## src/rtl/rom_bank_pkg.sv

```systemverilog
package rom_bank_pkg;
  localparam int LOW_W = 5;
  localparam int UP_W  = 2;
  localparam int SHIFT_STD = 5;
  localparam int SHIFT_MC  = 4;

  typedef struct packed {
    logic       ramOn;
    logic       ramOff;
    logic       loadLow;
    logic       loadUp;
    logic       loadMode;
    logic [7:0] value;
  } bankStrobes_t;
endpackage

```

## src/rtl/rom_bank_decode.sv

```systemverilog
module rom_bank_decode
  import rom_bank_pkg::*;
(
  input  logic         wrEn,
  input  logic [2:0]   region,
  input  logic [7:0]   wrData,
  output bankStrobes_t strobes
);
  always_comb begin
    strobes          = '0;
    strobes.value    = wrData;
    if (wrEn) begin
      unique case (region)
        3'd0: begin
          strobes.ramOn  = (wrData == 8'h0A);
          strobes.ramOff = (wrData == 8'h00);
        end
        3'd1: strobes.loadLow  = 1'b1;
        3'd2: strobes.loadUp   = 1'b1;
        3'd3: strobes.loadMode = 1'b1;
        default: ;
      endcase
    end
  end
endmodule

```

## src/rtl/rom_bank_regs.sv

```systemverilog
module rom_bank_regs
  import rom_bank_pkg::*;
#(
  parameter int ROM_BANK_W = 9,
  parameter int RAM_BANK_W = 2,
  localparam int ROM_LOG_W = $clog2(ROM_BANK_W + 1),
  localparam int RAM_LOG_W = $clog2(RAM_BANK_W + 1)
) (
  input  logic                  clk,
  input  logic                  rstN,
  input  bankStrobes_t          strobes,
  input  logic [ROM_LOG_W-1:0]  romSizeLog2,
  input  logic [RAM_LOG_W-1:0]  ramSizeLog2,
  input  logic                  multicart,
  output logic [ROM_BANK_W-1:0] lowBank,
  output logic [ROM_BANK_W-1:0] highBank,
  output logic [RAM_BANK_W-1:0] ramBank,
  output logic                  ramEnable
);
  logic [LOW_W-1:0] lowField, lowFieldN;
  logic [UP_W-1:0]  upField, upFieldN;
  logic             mode, modeN;
  logic             ramEnN;
  logic [ROM_BANK_W-1:0] romMask, lowPart, upShifted;
  logic [RAM_BANK_W-1:0] ramMask;
  logic [2:0] shiftAmt;
  logic unusedValue;

  assign unusedValue = ^strobes.value[7:LOW_W];

  for (genvar i = 0; i < ROM_BANK_W; i++) begin : g_romMask
    assign romMask[i] = (i < int'(romSizeLog2));
  end
  for (genvar j = 0; j < RAM_BANK_W; j++) begin : g_ramMask
    assign ramMask[j] = (j < int'(ramSizeLog2));
  end

  always_comb begin
    lowFieldN = lowField;
    if (strobes.loadLow)
      lowFieldN = (strobes.value[LOW_W-1:0] == '0) ? LOW_W'(1) : strobes.value[LOW_W-1:0];
    upFieldN = strobes.loadUp   ? strobes.value[UP_W-1:0] : upField;
    modeN    = strobes.loadMode ? strobes.value[0]        : mode;
    ramEnN   = strobes.ramOn ? 1'b1 : (strobes.ramOff ? 1'b0 : ramEnable);

    shiftAmt  = multicart ? 3'(SHIFT_MC) : 3'(SHIFT_STD);
    lowPart   = ROM_BANK_W'(lowFieldN);
    if (multicart) lowPart[LOW_W-1] = 1'b0;
    upShifted = ROM_BANK_W'(upFieldN) << shiftAmt;
  end

  always_ff @(posedge clk) begin
    if (!rstN) begin
      lowField  <= LOW_W'(1);
      upField   <= '0;
      mode      <= 1'b0;
      ramEnable <= 1'b0;
      lowBank   <= '0;
      highBank  <= ROM_BANK_W'(1);
      ramBank   <= '0;
    end else begin
      lowField  <= lowFieldN;
      upField   <= upFieldN;
      mode      <= modeN;
      ramEnable <= ramEnN;
      highBank  <= (upShifted | lowPart) & romMask;
      lowBank   <= modeN ? (upShifted & romMask) : '0;
      ramBank   <= modeN ? (RAM_BANK_W'(upFieldN) & ramMask) : '0;
    end
  end
endmodule

```

## src/rtl/rom_bank_ctrl.sv

```systemverilog
module rom_bank_ctrl
  import rom_bank_pkg::*;
#(
  parameter int ROM_BANK_W = 9,
  parameter int RAM_BANK_W = 2,
  localparam int ROM_LOG_W = $clog2(ROM_BANK_W + 1),
  localparam int RAM_LOG_W = $clog2(RAM_BANK_W + 1)
) (
  input  logic                  clk,
  input  logic                  rstN,
  input  logic                  wrEn,
  input  logic [15:0]           wrAddr,
  input  logic [7:0]            wrData,
  input  logic [ROM_LOG_W-1:0]  romSizeLog2,
  input  logic [RAM_LOG_W-1:0]  ramSizeLog2,
  input  logic                  multicart,
  output logic [ROM_BANK_W-1:0] lowBank,
  output logic [ROM_BANK_W-1:0] highBank,
  output logic [RAM_BANK_W-1:0] ramBank,
  output logic                  ramEnable
);
  bankStrobes_t strobes;
  logic unusedAddr;

  assign unusedAddr = ^wrAddr[12:0];

  rom_bank_decode u_decode (
    .wrEn    (wrEn),
    .region  (wrAddr[15:13]),
    .wrData  (wrData),
    .strobes (strobes)
  );

  rom_bank_regs #(
    .ROM_BANK_W (ROM_BANK_W),
    .RAM_BANK_W (RAM_BANK_W)
  ) u_regs (
    .clk         (clk),
    .rstN        (rstN),
    .strobes     (strobes),
    .romSizeLog2 (romSizeLog2),
    .ramSizeLog2 (ramSizeLog2),
    .multicart   (multicart),
    .lowBank     (lowBank),
    .highBank    (highBank),
    .ramBank     (ramBank),
    .ramEnable   (ramEnable)
  );
endmodule

```

## config.mk

```make
export PLATFORM = sky130hd
export DESIGN_NAME = rom_bank_ctrl
export DESIGN_NICKNAME = d
export VERILOG_FILES = /design/src/rtl/rom_bank_pkg.sv /design/src/rtl/rom_bank_decode.sv /design/src/rtl/rom_bank_regs.sv /design/src/rtl/rom_bank_ctrl.sv
export SDC_FILE = /design/constraint.sdc
export NUM_CORES = 1
export LEC_CHECK = 0
export ABC_AREA = 1
export ABC_CLOCK_PERIOD_IN_PS = 2300
export BUFFER_PORTS_ARGS = -buffer_cell sky130_fd_sc_hd__clkbuf_2
export CAP_MARGIN = 5
export CELL_PAD_IN_SITES_DETAIL_PLACEMENT = 0
export CELL_PAD_IN_SITES_GLOBAL_PLACEMENT = 2
export CORE_MARGIN = 4
export CORE_UTILIZATION = 23
export CTS_CLUSTER_DIAMETER = 120
export CTS_CLUSTER_SIZE = 14
export DETAILED_ROUTE_END_ITERATION = 10
export PLACE_DENSITY_LB_ADDON = 0.1
export SETUP_SLACK_MARGIN = 0.3
export SLEW_MARGIN = 10
export SYNTH_ARGS = -nofsm -noshare
export SYNTH_HDL_FRONTEND = slang
export SYNTH_SLANG_ARGS = --single-unit
```

## constraint.sdc

```tcl
create_clock -name clk -period 2.3 [get_ports clk]
set_clock_uncertainty 0.2 [all_clocks]
set_input_delay 0 -clock clk [delete_from_list [all_inputs] [get_ports clk]]
set_output_delay 0 -clock clk [all_outputs]
set_load 0.005 [all_outputs]
```

==> out/qor.json <==
{
  "syn_area": {"value": 947, "unit": "um^2"},
  "worst-endpoint-arrival": {"value": 1.80, "unit": "ns"},
  "antenna_cells": {"value": 0},
  "power_density": {"value": 511, "unit": "nW/um^2"},
  "gp_congestion": {"value": 0.712},
  "post_synth_main_area_contributors": {"value": "sky130_fd_sc_hd__dfxtp_1 44%, sky130_fd_sc_hd__nor2_1 9.5%, sky130_fd_sc_hd__nand2_1 8.7%"},
  "worst-r2r-setup-slack": {"value": 0.73, "unit": "ns"},
  "report.final.slew_viol_count": {"value": 0},
  "cts_resized": {"value": 0},
  "clock_latency": {"value": 0.26, "unit": "ns"},
  "groute.usage.overall": {"value": 10.9, "unit": "%"},
  "post-route-period-util": {"value": 80.5, "unit": "%"},
  "dp_worst_setup_slack": {"value": 1.11, "unit": "ns"},
  "hold_viol_final": {"value": 0},
  "share_of_the_synthesized_area_in_the_top_cell_type": {"value": 44.4, "unit": "%"},
  "initial_utilization": {"value": 23.7, "unit": "%"},
  "yosysTopAreaCell": {"value": "sky130_fd_sc_hd__dfxtp_1"},
  "min_delay_worst_endpoint": {"value": "u_regs.highBank[3]"},
  "crit_path_end_kind": {"value": "flip-flop"},
  "boundaryPins": {"value": 55},
  "postSynthAreaPerCell": {"value": 7.34, "unit": "um^2"},
  "critical_path_class": {"value": "in2reg"},
  "antenna_violations_before_repair": {"value": 0},
  "grt_overflow_total": {"value": 0},
  "ys_seq_area_share": {"value": 44.4, "unit": "%"},
  "die_width": {"value": 72.2, "unit": "um"},
  "max_clock_freq": {"value": 0.540, "unit": "GHz"},
  "final_common_cell": {"value": "sky130_fd_sc_hd__clkbuf_2"},
  "multiInputGateArea": {"value": 432, "unit": "um^2"},
  "cts_tree": {"value": "built"},
  "route.detailed.vias_per_inst": {"value": 4.02},
  "rsz0062_at_grt": {"value": "no"},
  "drtPass1Iterations": {"value": 4},
  "worstReg2RegEnd": {"value": "u_regs.highBank[0]"},
  "seqCellArea": {"value": 420, "unit": "um^2"},
  "worst_setup_path_startpoint": {"value": "romSizeLog2[1]"},
  "core.rowCount": {"value": 23},
  "setup_viol": {"value": 0},
  "drc": {"value": 0},
  "wl": {"value": 2550, "unit": "um"},
  "maximum_number_of_pins_on_one_net_before_global_route_repair": {"value": 12},
  "via_count_of_the_first_global_routing_pass": {"value": 991},
  "r2r_path_start": {"value": "u_regs.lowField[0]"},
  "ys_warn_count": {"value": 0},
  "total_power": {"value": 0.000732, "unit": "W"},
  "n_fill_cell": {"value": 453},
  "design.die.area": {"value": 5210, "unit": "um^2"},
  "total_leakage_power": {"value": 0.670, "unit": "nW"},
  "drive_gt1_share": {"value": 24.9, "unit": "%"},
  "utilization": {"value": 35.8, "unit": "%"},
  "ys_types": {"value": 24},
  "reg2regPathDepth": {"value": 7},
  "cts.reportedPaths.clkPinSlew": {"value": 0.08, "unit": "ns"},
  "hold_path_class": {"value": "in2reg"},
  "dpl.hpwl": {"value": 1970, "unit": "um"},
  "ys_ff_latch": {"value": 21},
  "final_period_minus_worst_setup_slack": {"value": 1.85, "unit": "ns"},
  "outcome": {"value": "finished, final reports clean"},
  "hold-path-cell-count": {"value": 3},
  "core_area": {"value": 4000, "unit": "um^2"},
  "most_frequent_cells_in_the_layout": {"value": "33 x sky130_fd_sc_hd__clkbuf_2, 25 x sky130_fd_sc_hd__dlygate4sd3_1, 24 x sky130_fd_sc_hd__nor2_1, 22 x sky130_fd_sc_hd__nand2_1, 21 x sky130_fd_sc_hd__dfxtp_1"},
  "layout_setup_ws": {"value": 0.449, "unit": "ns"},
  "peakVddDrop": {"value": 0.000148, "unit": "V"},
  "final_antenna_net_count": {"value": 0},
  "clock_sinks": {"value": 21},
  "cp_data_required_time": {"value": 2.25, "unit": "ns"},
  "synthCells": {"value": 129},
  "finalSetupTns": {"value": 0, "unit": "ns"},
  "htree_num_levels": {"value": 1},
  "grt_pass1_wl": {"value": 4490, "unit": "um"},
  "detailedRoute.firstIterationViolations": {"value": 28},
  "critPathLaunchType": {"value": "input port"},
  "port_buffers": {"value": 33},
  "die_h": {"value": 72.2, "unit": "um"},
  "nNetsFinal": {"value": 224},
  "area_growth_from_synthesis_to_final_layout": {"value": 51.3, "unit": "%"},
  "max_cap_violations": {"value": 0},
  "path_max_fanout": {"value": 5},
  "dr_total_vias": {"value": 961},
  "clk_root_buffer_cell": {"value": "sky130_fd_sc_hd__clkbuf_8"},
  "number_of_buffers_created_by_cts": {"value": 3},
  "max-clock-path-buffers": {"value": 2},
  "hold_path_startpoint": {"value": "romSizeLog2[2]"},
  "route.detailed.wl_per_inst": {"value": 10.7, "unit": "um"}
}
## synthesized netlist by cell type
cell type / number
sky130_fd_sc_hd__a21oi_1: 4
sky130_fd_sc_hd__a31o_2: 1
sky130_fd_sc_hd__buf_4: 8
sky130_fd_sc_hd__clkbuf_1: 1
sky130_fd_sc_hd__clkinv_2: 1
sky130_fd_sc_hd__conb_1: 1
sky130_fd_sc_hd__dfxtp_1: 21
sky130_fd_sc_hd__inv_1: 13
sky130_fd_sc_hd__inv_2: 1
sky130_fd_sc_hd__nand2_1: 22
sky130_fd_sc_hd__nand3_1: 12
sky130_fd_sc_hd__nand3_2: 2
sky130_fd_sc_hd__nand3b_1: 1
sky130_fd_sc_hd__nand4_1: 2
sky130_fd_sc_hd__nor2_1: 24
sky130_fd_sc_hd__nor2_2: 1
sky130_fd_sc_hd__nor2_4: 1
sky130_fd_sc_hd__nor3_1: 3
sky130_fd_sc_hd__nor3_2: 2
sky130_fd_sc_hd__nor3b_1: 1
sky130_fd_sc_hd__nor4_1: 2
sky130_fd_sc_hd__o21ai_0: 1
sky130_fd_sc_hd__o21ai_1: 2
sky130_fd_sc_hd__or2_2: 2
## area by class of cell
| cell class | instances | area share (%) |
|---|---|---|
| sequential | 21 | 29.3 |
| timing repair buffer | 58 | 29.0 |
| multi-input combinational | 91 | 30.1 |
| tap | 50 | 4.37 |
| inverter | 15 | 4.02 |
| clock buffer | 4 | 3.14 |
## worst max path at each step
| stage | to | cells after the start | slack [ns] |
|---|---|---|---|
| 2_1_floorplan | u_regs.highBank[4] | 4 | 1.37 |
| 3_3_place_gp | u_regs.highBank[0] | 7 | 1.10 |
| 3_5_place_dp | u_regs.highBank[0] | 7 | 1.11 |
| 4_1_cts | u_regs.lowBank[4] | 6 | 0.45 |
| 5_1_grt | u_regs.highBank[0] | 7 | 0.34 |
| 6_report | u_regs.lowBank[4] | 6 | 0.45 |
## power breakdown
part	total, W	internal (W)	leakage (nW)	switching [W]
Combinational	0.000111	0.0000535	0.477	0.0000578
Clock	0.000247	0.000123	0.0228	0.000124
Sequential	0.000374	0.000372	0.170	0.00000197
## flip-flops by register name, summed over array words and instances (netlist names)
name              cells
u_regs.highBank       7
u_regs.lowBank        3
u_regs.lowField       5
u_regs.mode           1
u_regs.ramBank        2
u_regs.ramEnable      1
u_regs.upField        2
## layer usage
layer  global-route usage [%]  wire length [um]  share of wire, %
met3                     2.49               170               6.7
met2                     16.0              1060                42
met4                     3.13                20              0.79
met1                     15.8              1290                51
met5                        0                 0                 0
## cell families (layout without fill, tap and decap cells)
group	after synthesis	after routing	synth area share, %
flops	21	21	44.4
simple gates	75	75	37.8
buf+inv	24	77	12.8
other cells	1	8	0.396
compound gates	8	8	4.62
## per-stage QoR
| stage | hold slack (ns) | area, um^2 | instances |
|---|---|---|---|
| 2_1_floorplan | -0.131 | 973 | 136 |
| 3_3_place_gp | 0.0289 | 1140 | 210 |
| 3_5_place_dp | 0.0301 | 1140 | 210 |
| 6_report | 0.0193 | 1430 | 239 |
| 4_1_cts | 0.0156 | 1430 | 239 |
| 5_1_grt | 0.0526 | 1430 | 239 |
## worst max-delay path, stage by stage
cell and delay [ns]:
sky130_fd_sc_hd__dlygate4sd3_1 0.54, sky130_fd_sc_hd__clkbuf_2 0.14, sky130_fd_sc_hd__or2_2 0.31, sky130_fd_sc_hd__a21oi_1 0.20, sky130_fd_sc_hd__nor3_2 0.07, sky130_fd_sc_hd__dlygate4sd3_1 0.54
## repair_timing
item / 4_1_cts / 5_1_grt
endpoints found under the hold margin: 20 / 0
setup buffers: 0 / 0
hold buffers: 25 / 0
Power figures use the tool's default switching activity.
